## config.mk

```make
export PLATFORM = sky130hd
export DESIGN_NAME = mono_pix_serializer
export DESIGN_NICKNAME = d
export VERILOG_FILES = /design/src/rtl/sps_pkg.sv /design/src/rtl/sps_sequencer.sv /design/src/rtl/sps_fetch.sv /design/src/rtl/sps_shifter.sv /design/src/rtl/mono_pix_serializer.sv
export SDC_FILE = /design/constraint.sdc
export NUM_CORES = 1
export LEC_CHECK = 0
export ABC_AREA = 1
export ABC_CLOCK_PERIOD_IN_PS = 2000
export BUFFER_PORTS_ARGS = -buffer_cell sky130_fd_sc_hd__buf_4
export CAP_MARGIN = 15
export CORE_MARGIN = 2
export CORE_UTILIZATION = 55
export DETAILED_ROUTE_END_ITERATION = 16
export GPL_TIMING_DRIVEN = 0
export PLACE_DENSITY = 0.81
export SYNTH_ARGS = -nofsm -noshare
export SYNTH_HDL_FRONTEND = slang
export SYNTH_SLANG_ARGS = --single-unit
export TNS_END_PERCENT = 1
```

## constraint.sdc

```tcl
create_clock -name clk -period 2 [get_ports clk]
set_input_delay 0.4 -clock clk [delete_from_list [all_inputs] [get_ports clk]]
set_output_delay 0.4 -clock clk [all_outputs]
set_load 0.005 [all_outputs]
```

## src/rtl/sps_pkg.sv

```systemverilog
package sps_pkg;

    typedef enum logic [1:0] {
        ST_IDLE   = 2'd0,
        ST_LEAD   = 2'd1,
        ST_ACTIVE = 2'd2
    } line_state_e;

    typedef enum logic {
        PER_TWO   = 1'b0,
        PER_THREE = 1'b1
    } pix_period_e;

    // Per-edge control handed from the sequencer to the shifter
    typedef struct packed {
        logic show;   // present a new pixel on the next edge
        logic load;   // the new pixel starts a fresh word
        logic blank;  // force black on the next edge
    } shift_ctl_t;

    // Last phase value of a pixel for the chosen period
    function automatic logic [1:0] period_last(pix_period_e p);
        return (p == PER_THREE) ? 2'd2 : 2'd1;
    endfunction

endpackage

```

## src/rtl/sps_sequencer.sv

```systemverilog
module sps_sequencer
    import sps_pkg::*;
#(
    parameter int HRES      = 256,
    parameter int WORD_W    = 16,
    parameter int LEAD_CLKS = 180
) (
    input  logic        clk,
    input  logic        rst,
    input  logic        line_start,
    input  pix_period_e period_sel,
    output shift_ctl_t  ctl,
    output logic        fetch_req,
    output line_state_e state_o
);
    localparam int PIX_W      = $clog2(HRES);
    localparam int BIT_W      = $clog2(WORD_W);
    localparam int LEAD_W     = $clog2(LEAD_CLKS);
    localparam int WPL        = HRES / WORD_W;
    localparam int WORD_IDX_W = PIX_W - BIT_W;

    line_state_e        st_q;
    logic [LEAD_W-1:0]  lead_q;
    logic [1:0]         ph_q;
    logic [PIX_W-1:0]   pidx_q;
    pix_period_e        per_q;

    logic               accept;
    logic               lead_done;
    logic               tick;
    logic               last_pix;
    logic [PIX_W-1:0]   next_pix;
    logic [WORD_IDX_W-1:0] next_word;

    always_comb begin
        accept    = line_start && (st_q == ST_IDLE);
        lead_done = (st_q == ST_LEAD) && (lead_q == LEAD_W'(LEAD_CLKS - 1));
        tick      = (st_q == ST_ACTIVE) && (ph_q == period_last(per_q));
        last_pix  = (pidx_q == PIX_W'(HRES - 1));
        next_pix  = lead_done ? '0 : pidx_q + 1'b1;
        next_word = next_pix[PIX_W-1:BIT_W];

        ctl.show  = lead_done || (tick && !last_pix);
        ctl.load  = ctl.show && (next_pix[BIT_W-1:0] == '0);
        ctl.blank = tick && last_pix;

        fetch_req = accept || (ctl.load && (next_word != WORD_IDX_W'(WPL - 1)));
        state_o   = st_q;
    end

    always_ff @(posedge clk) begin
        if (rst) begin
            st_q   <= ST_IDLE;
            lead_q <= '0;
            ph_q   <= '0;
            pidx_q <= '0;
            per_q  <= PER_TWO;
        end else begin
            unique case (st_q)
                ST_IDLE: begin
                    if (accept) begin
                        st_q   <= ST_LEAD;
                        lead_q <= '0;
                        per_q  <= period_sel;
                    end
                end
                ST_LEAD: begin
                    if (lead_done) begin
                        st_q   <= ST_ACTIVE;
                        ph_q   <= '0;
                        pidx_q <= '0;
                    end else begin
                        lead_q <= lead_q + 1'b1;
                    end
                end
                ST_ACTIVE: begin
                    if (tick) begin
                        ph_q   <= '0;
                        pidx_q <= next_pix;
                        if (last_pix) st_q <= ST_IDLE;
                    end else begin
                        ph_q <= ph_q + 1'b1;
                    end
                end
                default: st_q <= ST_IDLE;
            endcase
        end
    end

    // the latched period never moves while a line is open
    p_period_lock_r2: assert property (@(posedge clk) disable iff (rst)
        (st_q != ST_IDLE) |=> $stable(per_q));

endmodule

```

## src/rtl/sps_fetch.sv

```systemverilog
module sps_fetch #(
    parameter int WORD_W = 16,
    parameter int ADDR_W = 12
) (
    input  logic              clk,
    input  logic              rst,
    input  logic              frame_start,
    input  logic              req,
    input  logic              load,
    input  logic [WORD_W-1:0] rd_data,
    output logic              rd_en,
    output logic [ADDR_W-1:0] rd_addr,
    output logic [WORD_W-1:0] word_out
);
    logic              pend_q;
    logic              buf_valid_q;
    logic [WORD_W-1:0] buf_q;

    always_ff @(posedge clk) begin
        if (rst) begin
            rd_en       <= 1'b0;
            rd_addr     <= '0;
            pend_q      <= 1'b0;
            buf_valid_q <= 1'b0;
            buf_q       <= '0;
        end else begin
            rd_en  <= req;
            pend_q <= rd_en;
            if (frame_start)
                rd_addr <= '0;
            else if (rd_en)
                rd_addr <= rd_addr + 1'b1;
            if (pend_q) begin
                buf_q       <= rd_data;
                buf_valid_q <= 1'b1;
            end else if (load) begin
                buf_valid_q <= 1'b0;
            end
        end
    end

    assign word_out = buf_q;

    // a word is always waiting when the shifter takes one
    p_load_has_word_r4: assert property (@(posedge clk) disable iff (rst)
        load |-> buf_valid_q);

    // returning data never lands on an unused word
    p_no_overrun_r4: assert property (@(posedge clk) disable iff (rst)
        pend_q |-> !buf_valid_q);

endmodule

```

## src/rtl/sps_shifter.sv

```systemverilog
module sps_shifter
    import sps_pkg::*;
#(
    parameter int WORD_W = 16
) (
    input  logic              clk,
    input  logic              rst,
    input  shift_ctl_t        ctl,
    input  logic [WORD_W-1:0] word_in,
    output logic              pix_out
);
    logic [WORD_W-1:0] sh_q;

    always_ff @(posedge clk) begin
        if (rst) begin
            sh_q    <= '0;
            pix_out <= 1'b0;
        end else if (ctl.blank) begin
            pix_out <= 1'b0;
        end else if (ctl.show && ctl.load) begin
            pix_out <= word_in[WORD_W-1];
            sh_q    <= {word_in[WORD_W-2:0], 1'b0};
        end else if (ctl.show) begin
            pix_out <= sh_q[WORD_W-1];
            sh_q    <= {sh_q[WORD_W-2:0], 1'b0};
        end
    end

endmodule

```

## src/rtl/mono_pix_serializer.sv

```systemverilog
module mono_pix_serializer
    import sps_pkg::*;
#(
    parameter int WORD_W      = 16,
    parameter int BURST_WORDS = 8,
    parameter int LINE_GROUPS = 2,
    parameter int LEAD_CLKS   = 180,
    parameter int ADDR_W      = 12
) (
    input  logic              clk,
    input  logic              rst,
    input  logic              frame_start,
    input  logic              line_start,
    input  logic              pix_period_sel,
    input  logic [WORD_W-1:0] fb_rd_data,
    output logic              fb_rd_en,
    output logic [ADDR_W-1:0] fb_rd_addr,
    output logic              pix_out
);
    localparam int WORDS_PER_LINE  = LINE_GROUPS * BURST_WORDS;
    localparam int PIXELS_PER_LINE = WORDS_PER_LINE * WORD_W;

    shift_ctl_t        ctl;
    logic              fetch_req;
    line_state_e       seq_state;
    logic [WORD_W-1:0] word;

    sps_sequencer #(
        .HRES      (PIXELS_PER_LINE),
        .WORD_W    (WORD_W),
        .LEAD_CLKS (LEAD_CLKS)
    ) u_seq (
        .clk        (clk),
        .rst        (rst),
        .line_start (line_start),
        .period_sel (pix_period_e'(pix_period_sel)),
        .ctl        (ctl),
        .fetch_req  (fetch_req),
        .state_o    (seq_state)
    );

    sps_fetch #(
        .WORD_W (WORD_W),
        .ADDR_W (ADDR_W)
    ) u_fetch (
        .clk         (clk),
        .rst         (rst),
        .frame_start (frame_start),
        .req         (fetch_req),
        .load        (ctl.load),
        .rd_data     (fb_rd_data),
        .rd_en       (fb_rd_en),
        .rd_addr     (fb_rd_addr),
        .word_out    (word)
    );

    sps_shifter #(
        .WORD_W (WORD_W)
    ) u_shift (
        .clk     (clk),
        .rst     (rst),
        .ctl     (ctl),
        .word_in (word),
        .pix_out (pix_out)
    );

    // black whenever no visible pixel is being streamed
    p_black_outside_r6: assert property (@(posedge clk) disable iff (rst)
        (seq_state != ST_ACTIVE) |-> !pix_out);

    // reads happen only while a line is open
    p_fetch_in_line_r4: assert property (@(posedge clk) disable iff (rst)
        fb_rd_en |-> (seq_state != ST_IDLE));

endmodule

```

; ---- Yosys cells after proc, flatten, opt, wreduce, memory -nomap -nowiden
; Index checks and enable logic that the tools add are counted.
[totals]
ff_bits = 68
output_inout_bits = 14
in_bits = 21
word_cells = 71
[op_classes]
addsub = 4
eq_ne = 11
n_mux = 20
reduce_logical = 24
n_bitwise = 1
[op_table]
columns = cell, n
row1 = 2-to-1 mux 8 bit, 5
row2 = 2-to-1 mux 16 bit, 2
row3 = one-hot mux 8 bit (2 select lines), 2
row4 = "adder 8 x 1 -> 8 bit, second input constant", 2
row5 = "== test 8 bit, second input constant", 2
row6 = 2-to-1 mux 2 bit, 7
row7 = "adder 12 x 1 -> 12 bit, second input constant", 1
row8 = logical AND 1 bit, 8
row9 = "inequality test 2 x 1 -> 1 bit, second input constant", 4
row10 = one-hot mux 2 bit (3 select lines), 1
row11 = AND reduction 2 bit, 3
row12 = AND reduction 3 bit, 2
row13 = nonzero test 2 bit, 3
row14 = zero test 4 bit, 1
row15 = "inequality test 4 bit, second input constant", 1
row16 = one-hot mux 2 bit (2 select lines), 1
row17 = AND reduction 4 bit, 1
row18 = OR reduction 2 bit, 2
row19 = "adder 2 x 1 -> 2 bit, second input constant", 1
row20 = "== test 2 x 1 -> 1 bit, second input constant", 1
row21 = == test 2 bit, 1
row22 = "== test 2 bit, second input constant", 1
row23 = zero test 2 bit, 1
row24 = logical OR 1 bit, 2
row25 = other kinds (4), 5

; ---- Logic depth before layout (Yosys ltp)
; Gate-level depths: netlist (run 1).
[depth]
depth_word = 9
ltp_mapped = 11
depth_no_buf = 11

; ---- Hierarchy
; Synthesis (run 1) repeated with hierarchy kept, for this count alone.
[hier_totals]
cells_unflattened = 498
area_unflattened_um2 = 3265.6
[modules_own_cells]
columns = module, instances, area_per_inst_um2, seq_area_each_um2, cells_each
row1 = sps_sequencer, 1, 1222.4, 420.4, 190
row2 = sps_fetch, 1, 1167.4, 600.6, 156
row3 = sps_shifter, 1, 875.8, 320.3, 152

; ---- Worst setup path before layout (run 1)
; OpenSTA, ideal clock, no wires.
[synth_path]
path_kind = reg-to-reg
start = reg u_seq.lead_q[0]
end = reg u_shift.sh_q[12]
synth_period_minus_slack_ns = 1.613
arrival_time_ns = 1.491
n_path_buf = 1
setup_ns = 0.122
path_stages_with_launch = 10
required_time_ns = 1.878
slack_ns = 0.387
path_cell_list = dfxtp_1 ha_1 inv_1 nor3_2 nand3_4 o21ai_4 nand2_4 buf_12 a21oi_4 a21oi_2
[synth_between]
elab_chain_len = 8
word_cells_on_any_way = 10
cone_classes = eq/ne (1) / mux (2) / reduce/logical (7)
[synth_lines]
columns = element, line
row1 = "start, declared", sps_sequencer.sv:23  ; logic [LEAD_W-1:0] lead_q;
row2 = "start signal, assigned", sps_sequencer.sv:73  ; lead_q <= lead_q + 1'b1;
row3 = == test 8 bit (*), sps_sequencer.sv:37  ; lead_done = (st_q == ST_LEAD) && (lead_q == LEAD_W'(LEAD_CLKS - 1));
row4 = logical AND 1 bit (*), sps_sequencer.sv:37
row5 = 2-to-1 mux 8 bit, sps_sequencer.sv:40  ; next_pix = lead_done ? '0 : pidx_q + 1'b1;
row6 = zero test 4 bit, sps_sequencer.sv:44  ; ctl.load = ctl.show && (next_pix[BIT_W-1:0] == '0);
row7 = logical AND 1 bit, sps_sequencer.sv:44
row8 = logical AND 1 bit, sps_shifter.sv:20  ; end else if (ctl.show && ctl.load) begin
row9 = nonzero test 2 bit (no line), --
row10 = AND reduction 2 bit (no line), --
row11 = "end signal, assigned", sps_shifter.sv:22  ; sh_q <= {word_in[WORD_W-2:0], 1'b0};
row12 = "end signal, assigned", sps_shifter.sv:25  ; sh_q <= {sh_q[WORD_W-2:0], 1'b0};
row13 = "end, declared", sps_shifter.sv:12  ; logic [WORD_W-1:0] sh_q;
; Mark *: on every way between the ends. The rest lies on a longest branch, timed or not.
; A chain may end at the register's enable or synchronous reset.

; ---- Worst setup path in the final report (run 1)
[layout_path]
start = reg u_seq.lead_q[1]
end = reg u_shift.sh_q[6]
; The elaborated chain is that of the path after synthesis.

==> run summary, run 1 <==
Via count - 2838
CP required - 2.23 ns
Core footprint - 5507 um2
Arrival @ worst endpoint - 2.03 ns
CP Launch Type - register
Hold Startpoint - fb_rd_data[5]
VDD IR-drop max - 0.5400 mV
GRT Util Overall - 22.88%
Commonest cells in the netlist - 69 x nor2_1, 67 x dfxtp_1, 59 x nand2_1
Area of the mapped netlist - 3122 um2
CTS buffer count - 9
Cell with the most instances after synthesis - nor2_1
Ys flop type - dfxtp_1
Post-synth top area share - 42.97%
Met2 Use GR - 36.86%
Hpwl dp - 4704 um
Final wirelength - 6571 um
1st-iter DRT viols - 167
Fraction of registers with async set/reset - 0%
Syn. warnings - 0
Number of remaining DRC errors - 0
DIE WIDTH - 79.34 um
Max Buffers Root-to-Sink - 2
CP max stage cell - dfxtp_1
Post-route antenna net violation count - 0
Setup_tns - 0 ns
Post-Syn Nets - 444
Design Power - 0.002675 W
Largest net degree at the start of global routing - 12
Max-Cap Viols - 0
Synth area leader - dfxtp_1
Combinational fraction of design power - 4.4%
Post-Place Cells - 526
First-pass GRT wire length - 11470 um
Final Cycle Share - 90.32%
Slew @ Worst Pin - 0.5426 ns
Top cells by area, synth - dfxtp_1 43%, nor2_1 8.3%, nand2_1 7.1%, o21ai_0 6.6%, a21oi_1 5.9%
Setup crit start - u_seq.lead_q[1]$_SDFFE_PP0P_
Switching pwr - 0.0005919 W
Yosys reg bits - 67
Final nets - 489
RR Startpoint - u_seq.lead_q[1]$_SDFFE_PP0P_
Met3 GRT Util - 3.750%
Worst-path cell chain - ha_1, inv_1, nor3_2, nand3_4, o21ai_4, nand2_4, buf_12, a21oi_2, a21oi_1
DR WL/cell - 12.12 um
Synthesized area per cell - 7.433 um2
Num rows - 27
Internal Power - 0.002083 W
Worst Hold Class - in -> reg
Fraction of final layout cells sized beyond drive strength 1 - 19.57%
P per Cell Area - 725.6 nW/um2
Post-Layout Cell Count - 542
Area grow syn2layout - 18.08%
Clk sinks - 67
Gate Count Post-Synth - 420
Global routing's busiest layer - met2
Clk Latency, worst-skew pair - 0.34 ns
Final core utilization - 66.94%
Vias per cell - 5.236
Fmax - 0.5536 GHz
GR Util met1 - 30.14%
Gpl congestion - 0.8444
Final number of max-transition violations - 0
Crit Path Class - reg -> reg
Number of synthesized flops with an enable pin - 0
Clock Tree Root - clkbuf_8
Clk_skew - 0.009317 ns
Die area - 6295 um2
Status - finished clean
I/O pin count - 35
Critical Path Sink Type - register
Clk pwr share - 44.1%
Endpoints failing hold - 0
DRT Pass-1 Iters - 5
Initial antenna violation count - 0
Period minus WS final - 1.806 ns
Smallest hold slack - 0.2774 ns
Number of global-route vias before repair - 2606
Antenna Cells - 0
Slew HR - 63.69%
Htree depth - 3
Die height - 79.34 um
Synth unique cells - 39
CP Max Fanout - 10
Starting density of the core - 56.69%
RSZ-0062 raised after global routing - false
Crit-path max cell delay - 0.38 ns
Seq/Total Area, Yosys - 42.97%
Grt ovf - 0
Sw Share - 22.13%
Number of fill cells - 476
TritonCTS clock tree - built
Share of total power in sequential cells - 51.5%
Post-CTS Hold Fix Bufs - 0
Final setup violation count - 0
Leak - 1.443 nW
Clk slew on worst S/H paths - 0.07 ns
PortBufs - 34
[flip-flops by register name, summed over array words and instances, names as in the netlist, 2 cells and up]
signal,cells
u_fetch.word_out,16
u_shift.sh_q,15
u_fetch.rd_addr,12
u_seq.lead_q,8
u_seq.pidx_q,8
u_seq.ph_q,2
u_seq.state_o,2
[power groups by stage]
stage                     sequential, W  clock (W)  combinational (W)
after floorplan                 0.00140          0          0.0000654
after global placement          0.00141          0           0.000115
after detailed placement        0.00141          0           0.000117
after CTS                       0.00138    0.00120           0.000118
after global routing            0.00138    0.00125           0.000136
final                           0.00138    0.00118           0.000118
[area by class of cell]
| type | instances | area [um2] | area share [%] |
|---|---|---|---|
| Timing Repair Buffer | 34 | 255.2 | 6.925 |
| Inverter | 43 | 162.7 | 4.413 |
| Tap cell | 72 | 90.09 | 2.444 |
| Multi-Input combinational cell | 295 | 1526 | 41.41 |
| Sequential cell | 67 | 1343 | 36.42 |
| Clock inverter | 4 | 47.55 | 1.290 |
| Clock buffer | 12 | 165.2 | 4.481 |
| Buffer | 15 | 96.34 | 2.614 |
[cell usage in the layout (no fill, tap or decap), types with 4 or more instances in the layout]
| cell | count |
|---|---|
| nor2_1 | 69 |
| dfxtp_1 | 66 |
| nand2_1 | 59 |
| o21ai_0 | 41 |
| a21oi_1 | 37 |
| inv_1 | 35 |
| buf_4 | 35 |
| nand3_1 | 19 |
| nand4_1 | 17 |
| clkbuf_8 | 12 |
| a21oi_2 | 10 |
| clkbuf_1 | 7 |
| inv_2 | 6 |
| o22ai_1 | 6 |
| nand2_2 | 4 |
| xor2_1 | 4 |
| buf_2 | 4 |
| o21ai_1 | 4 |
[per-layer routing]
layer | vias up | wire length [um]
met2 | 78 | 3023
met1 | 1260 | 3140
met4 | 0 | 85
met3 | 8 | 321
li1 | 1492 | -
met5 | - | 0
[metrics by stage]
stage / setup slack (ns) / instance area, um2
2_1_floorplan: 0.3870 / 3122
3_3_place_gp: 0.2120 / 3467
3_5_place_dp: 0.1739 / 3467
4_1_cts: 0.1352 / 3680
5_1_grt: 0.004203 / 3686
6_report: 0.1936 / 3686
[worst max-delay path, delay by kind of cell, from the launching register on]
family | cells | cell delay (ns)
and+or+nand+nor | 3 | 0.51
buffers and inverters | 2 | 0.26
DFF | 1 | 0.38
AOI/OAI and AO/OA | 3 | 0.35
adders and majority gates | 1 | 0.19
[what timing repair did]
item	4_1_cts	5_1_grt
setup endpoints to repair	0	12
resized for setup	0	2
buffers inserted	0	0
[path summary, 6_finish.rpt]
path                                 endpoint  slack (ns)  depth (start not counted)
max              u_shift.sh_q[6]$_SDFFE_PP0P_        0.19                          9
min reg2reg          u_seq.per_q$_SDFFE_PP0P_        0.48                          2
min          u_fetch.word_out[5]$_SDFFE_PP0P_        0.28                          3
max reg2reg      u_shift.sh_q[6]$_SDFFE_PP0P_        0.19                          9
[cell families (layout without fill, tap and decap cells)]
kind of cell / count (synthesis) / count (layout) / share of synthesized area (%)
and+or+nand+nor: 180 / 180 / 25.89
AOI/OAI and AO/OA: 107 / 107 / 20.24
DFF: 67 / 67 / 42.97
buffers and inverters: 58 / 108 / 8.297
xor gates and xnor gates: 5 / 5 / 1.403
adders and majority gates: 3 / 3 / 1.203
No activity file was read; power rests on OpenSTA's default activity.
==> run 2, diff against run 1 <==
BUFFER_PORTS_ARGS = -buffer_cell sky130_fd_sc_hd__buf_2   (was -buffer_cell sky130_fd_sc_hd__buf_4)
CORE_MARGIN = not set   (was 2)
==> run summary, run 2 (same netlist as run 1, synthesis figures left out) <==
Status - finished clean
DR WL/cell - 12.33 um (+1.7%)
Post-CTS Hold Fix Bufs - 0 (unchanged)
Number of fill cells - 494 (+3.8%)
VDD IR-drop max - 0.5254 mV (-2.7%)
TritonCTS clock tree - built
Clk sinks - 67 (unchanged)
PortBufs - 34 (unchanged)
Starting density of the core - 57.04% (+0.35 points)
CP max stage cell - dfxtp_1
Area grow syn2layout - 13.79%
Area used by multi-input combinational logic - 1521 um2 (-0.33%)
Worst-path cell chain - ha_1, inv_1, nor3_2, nand3_4, o21ai_4, nand2_4, buf_12, a21oi_2, a21oi_1
Hpwl dp - 4638 um (-1.4%)
Finished Cell Area - 3552 um2 (-3.6%)
Arrival @ worst endpoint - 2.04 ns (about the same)
Setup_tns - 0 ns (unchanged)
Period minus WS final - 1.828 ns (+0.02145 ns)
Cell family with most CP delay - simple AND/OR/NAND/NOR gates
Number of global-route vias before repair - 2656 (+1.9%)
Max-Cap Viols - 0 (unchanged)
Clk slew on worst S/H paths - 0.07 ns (about the same)
Vias per cell - 5.309 (+1.4%)
Grt ovf - 0 (unchanged)
Register area - 1343 um2 (unchanged)
Endpoints failing hold - 0 (unchanged)
Fraction of final layout cells sized beyond drive strength 1 - 18.86% (-0.72 points)
DRT Pass-1 Iters - 4 (-1)
Slew @ Worst Pin - 0.5843 ns (+0.04173 ns)
Final setup violation count - 0 (unchanged)
Die area - 5981 um2 (-5.0%)
RSZ-0062 raised after global routing - false
P per Cell Area - 679.2 nW/um2 (-6.4%)
Max Buffers Root-to-Sink - 2 (unchanged)
Crit-path max cell delay - 0.38 ns (about the same)
Number of remaining DRC errors - 0 (unchanged)
Htree depth - 3 (unchanged)
Antenna Cells - 0 (unchanged)
Crit Path Class - reg -> reg
1st-iter DRT viols - 149 (-11%)
CP Max Fanout - 10 (unchanged)
Post-route antenna net violation count - 0 (unchanged)
Critical Path Sink Type - register
Via count - 2888 (+1.8%)
Clk Latency, worst-skew pair - 0.34 ns (about the same)
CTS buffer count - 9 (unchanged)
Die height - 77.34 um (-2.5%)
Final number of max-transition violations - 0 (unchanged)
Final nets - 491 (+0.41%)
DP Area - 3382 um2 (-2.5%)
Final Cycle Share - 91.39% (+1.1 points)
Core footprint - 5473 um2 (-0.61%)
Leak - 1.411 nW (-2.2%)
Slew HR - 60.90% (-2.8 points)
First-pass GRT wire length - 11410 um (-0.60%)
Largest register FFs - 16 (unchanged)
Clk_skew - 0.003304 ns (-0.006013 ns)
Largest net degree at the start of global routing - 11 (-1)
Initial antenna violation count - 0 (unchanged)
Commonest non-fill, non-tap cells in the layout - 69 x nor2_1, 66 x dfxtp_1, 59 x nand2_1
DIE WIDTH - 77.34 um (-2.5%)
CP Launch Type - register
Gpl congestion - 0.8171 (-3.2%)
Worst Path Buf+Inv - 2 (unchanged)
Worst Hold Class - in -> reg
Final wirelength - 6710 um (+2.1%)
GRT Util Overall - 23.77% (+0.89 points)
Clock Tree Root - clkbuf_8
I/O pin count - 35 (unchanged)
Most common cell after layout, fill and taps aside - nor2_1
CP required - 2.22 ns (about the same)
Num rows - 27 (unchanged)
Fmax - 0.5471 GHz (-1.2%)
==> run 2: path summary, 6_finish.rpt <==
path / from / to / slack [ns] / depth (start not counted)
setup / recovery: u_seq.lead_q[1]$_SDFFE_PP0P_ / u_shift.sh_q[6]$_SDFFE_PP0P_ / 0.17 / 9
hold / removal: fb_rd_data[2] / u_fetch.word_out[2]$_SDFFE_PP0P_ / 0.28 / 3
setup reg to reg: u_seq.lead_q[1]$_SDFFE_PP0P_ / u_shift.sh_q[6]$_SDFFE_PP0P_ / 0.17 / 9
hold reg to reg: u_fetch.word_out[0]$_SDFFE_PP0P_ / u_shift.sh_q[1]$_SDFFE_PP0P_ / 0.47 / 2
==> run 2: power by group <==
| part | internal, W | switching [W] | leakage, nW |
|---|---|---|---|
| Sequential | 0.00136 | 0.0000190 | 0.543 |
| Combinational | 0.0000400 | 0.0000657 | 0.787 |
| Clock | 0.000446 | 0.000484 | 0.0812 |
==> run 2: per-stage QoR <==
stage               instances  hold slack [ns]  power (W)  worst slack (ns)  utilization [%]
floorplan                 420           0.4353   0.001466            0.3870                -
global placement          526           0.4470   0.001507            0.2057            61.80
detailed placement        526           0.4664   0.001511            0.1595            61.80
CTS                       542           0.2798   0.002426            0.1251            64.61
global route              544           0.2855   0.002507           0.01194            64.91
finish                    544           0.2815   0.002413            0.1722            64.91
==> run 2: per-layer routing <==
layer | share of wire [%] | global-route usage (%)
met1 | 47 | 29.31
met2 | 46 | 38.94
met3 | 4.9 | 6.353
met4 | 2.2 | 10.19
met5 | 0 | 0
==> run 2: repair_timing <==
| item | in CTS | in global routing |
|---|---|---|
| endpoints found under the setup margin | 0 | 15 |
| gates resized for setup | 0 | 1 |
| buffers inserted | 0 | 2 |
==> run 2: worst register-to-register path, cell delays in order (launching register included) <==
cell and delay, ns:
dfxtp_1 0.38, ha_1 0.19, inv_1 0.08, nor3_2 0.18
nand3_4 0.19, o21ai_4 0.17, nand2_4 0.14, buf_12 0.18
a21oi_2 0.13, a21oi_1 0.08
==> run 2: layout make-up <==
| cell class | instances | area share, % |
|---|---|---|
| plain buffers | 15 | 2.712 |
| clock buffers | 13 | 3.910 |
| clock inverters | 3 | 0.4227 |
| inverters | 43 | 4.579 |
| multi-input cells | 295 | 42.83 |
| flip-flops and latches | 67 | 37.80 |
| well taps | 72 | 2.536 |
| repair buffers | 36 | 5.213 |
==> run 3, diff against run 2 <==
BUFFER_PORTS_ARGS = not set   (was -buffer_cell sky130_fd_sc_hd__buf_2)
DONT_BUFFER_PORTS = 1   (was not set)
PLACE_DENSITY = 0.75   (was 0.81)
SKIP_LAST_GASP = 1   (was not set)
==> run summary, run 3 (same netlist as run 1, synthesis figures left out) <==
Status - finished clean
Clk sinks - 67 (unchanged)
Area grow syn2layout - 8.898%
Largest register FFs - 16 (unchanged)
Final Cycle Share - 91.96% (+0.57 points)
Crit Path Class - reg -> reg
Final number of max-transition violations - 0 (unchanged)
Post-route antenna net violation count - 0 (unchanged)
Postcts setup bufs - 0 (unchanged)
Leak - 1.257 nW (-11%)
Slew HR - 60.94% (about the same)
Htree depth - 3 (unchanged)
Endpoints failing hold - 0 (unchanged)
Setup crit start - u_seq.lead_q[0]$_SDFFE_PP0P_
Final setup violation count - 0 (unchanged)
Num rows - 27 (unchanged)
Worst Path Buf+Inv - 2 (unchanged)
Number of remaining DRC errors - 0 (unchanged)
Sw Share - 21.68% (-1.9 points)
CP Depth - 9 (unchanged)
DRT Pass-1 Iters - 5 (+1)
R2R setup slack - 0.16 ns (about the same)
Share of total power in sequential cells - 54.1% (-3.0 points)
Worst R2R Path Depth - 9 (unchanged)
Core footprint - 5473 um2 (unchanged)
VDD IR-drop max - 0.5149 mV (-2.0%)
DR WL/cell - 12.56 um (+1.8%)
Internal Power - 0.001994 W (+8.1%)
Cell family with most CP delay - simple AND/OR/NAND/NOR gates
Most common cell after layout, fill and taps aside - nor2_1
Die area - 5981 um2 (unchanged)
CP Max Fanout - 10 (unchanged)
Critical Path Sink Type - register
Clk pwr share - 42.6% (+4.1 points)
Max-Cap Viols - 0 (unchanged)
Combinational fraction of design power - 3.3% (-1.1 points)
Largest net degree at the start of global routing - 11 (unchanged)
CTS buffer count - 9 (unchanged)
Grt ovf - 0 (unchanged)
Final core utilization - 62.12% (-2.8 points)
GRT Util Overall - 23.12% (-0.66 points)
# resized after CTS - 0 (unchanged)
Number of fill cells - 517 (+4.7%)
Initial antenna violation count - 0 (unchanged)
Clk_skew - 0.004012 ns (+0.0007073 ns)
Clock Tree Root - clkbuf_8
Vias per cell - 5.327 (+0.34%)
Arrival @ worst endpoint - 2.07 ns (+0.03 ns)
DIE WIDTH - 77.34 um (unchanged)
Reg2Reg Capture Point - u_shift.sh_q[14]$_SDFFE_PP0P_
Fmax - 0.5437 GHz (-0.62%)
Fraction of final layout cells sized beyond drive strength 1 - 11.93% (-6.9 points)
Starting density of the core - 57.04% (unchanged)
Die height - 77.34 um (unchanged)
PortBufs - 0 (-100%)
Antenna Cells - 0 (unchanged)
Gpl congestion - 0.8175 (about the same)
Final wirelength - 6379 um (-4.9%)
CP max stage cell - dfxtp_1
Clk slew on worst S/H paths - 0.07 ns (about the same)
CP Launch Type - register
Max Buffers Root-to-Sink - 2 (unchanged)
RR Startpoint - u_seq.lead_q[0]$_SDFFE_PP0P_
Worst-path cell chain - ha_1, inv_1, nor3_2, nand3_4, o21ai_4, nand2_4, buf_12, a21oi_2, a21oi_1
Number of global-route vias before repair - 2472 (-6.9%)
Final nets - 455 (-7.3%)
RSZ-0062 raised after global routing - false
I/O pin count - 35 (unchanged)
Commonest non-fill, non-tap cells in the layout - 69 x nor2_1, 67 x dfxtp_1, 59 x nand2_1
Via count - 2706 (-6.3%)
TritonCTS clock tree - built
First-pass GRT wire length - 10900 um (-4.5%)
CP required - 2.23 ns (about the same)
Hpwl dp - 4595 um (-0.92%)
Setup_tns - 0 ns (unchanged)
Clk Latency, worst-skew pair - 0.34 ns (about the same)
Slew @ Worst Pin - 0.5838 ns (-0.0005766 ns)
Switching pwr - 0.0005521 W (-2.9%)
Crit-path max cell delay - 0.40 ns (+0.02 ns)
Worst Hold Class - in -> reg
Post-CTS Hold Fix Bufs - 0 (unchanged)
P per Cell Area - 748.9 nW/um2 (+10%)
Worst Setup EP - u_shift.sh_q[14]$_SDFFE_PP0P_
1st-iter DRT viols - 185 (+24%)
Period minus WS final - 1.839 ns (+0.01143 ns)
==> run 3: layout make-up <==
| type | instances | area (um2) | share of cell area [%] |
|---|---|---|---|
| inverter | 43 | 162.7 | 4.785 |
| multi-input combinational | 295 | 1521 | 44.76 |
| clock inverter | 2 | 35.03 | 1.031 |
| clock buffer | 14 | 152.6 | 4.490 |
| sequential | 67 | 1341 | 39.46 |
| buffer | 15 | 96.34 | 2.834 |
| tap | 72 | 90.09 | 2.650 |
==> run 3: worst min-delay path by stage <==
stage                                  endpoint  cells after the start                              from  slack, ns
2_1_floorplan      u_shift.sh_q[1]$_SDFFE_PP0P_                      2  u_fetch.word_out[0]$_SDFFE_PP0P_       0.44
3_3_place_gp           u_seq.per_q$_SDFFE_PP0P_                      2          u_seq.per_q$_SDFFE_PP0P_       0.46
3_5_place_dp           u_seq.per_q$_SDFFE_PP0P_                      2          u_seq.per_q$_SDFFE_PP0P_       0.47
4_1_cts        u_fetch.word_out[3]$_SDFFE_PP0P_                      2                     fb_rd_data[3]       0.18
5_1_grt        u_fetch.word_out[7]$_SDFFE_PP0P_                      2                     fb_rd_data[7]       0.18
6_report       u_fetch.word_out[3]$_SDFFE_PP0P_                      2                     fb_rd_data[3]       0.19
==> run 3: per-stage QoR <==
step / cells / instance area, um2 / setup WS [ns] / total power, W / hold slack, ns
2_1_floorplan: 420 / 3122 / 0.3870 / 0.001466 / 0.4353
3_3_place_gp: 492 / 3212 / 0.1773 / 0.001488 / 0.4634
3_5_place_dp: 492 / 3212 / 0.1579 / 0.001490 / 0.4705
4_1_cts: 508 / 3400 / 0.1525 / 0.002573 / 0.1831
5_1_grt: 508 / 3400 / 0.003803 / 0.002645 / 0.1829
6_report: 508 / 3400 / 0.1607 / 0.002546 / 0.1915
==> run 3: power groups by stage <==
stage               clock network [W]  logic [W]  registers [W]
floorplan                           0  0.0000654        0.00140
finish                        0.00109  0.0000842        0.00138
CTS                           0.00111  0.0000845        0.00138
detailed placement                  0  0.0000842        0.00141
global placement                    0  0.0000827        0.00140
global route                  0.00117  0.0000985        0.00138
==> run 3: metal layers <==
layer  part of all wire (%)  track usage [%]  vias to the layer above
met3                    5.3            4.941                        9
met1                     48            30.66                     1212
met4                    1.6            13.40                        0
met5                      0                0                        -
met2                     45            34.60                       59
li1                       -                -                     1426
==> run 3: worst reg2reg max path: cells and delay by family (launching register included) <==
family,cells,cell delay [ns]
buf+inv,2,0.27
simple gates,3,0.49
flops,1,0.40
fa+ha+maj,1,0.20
compound gates,3,0.38
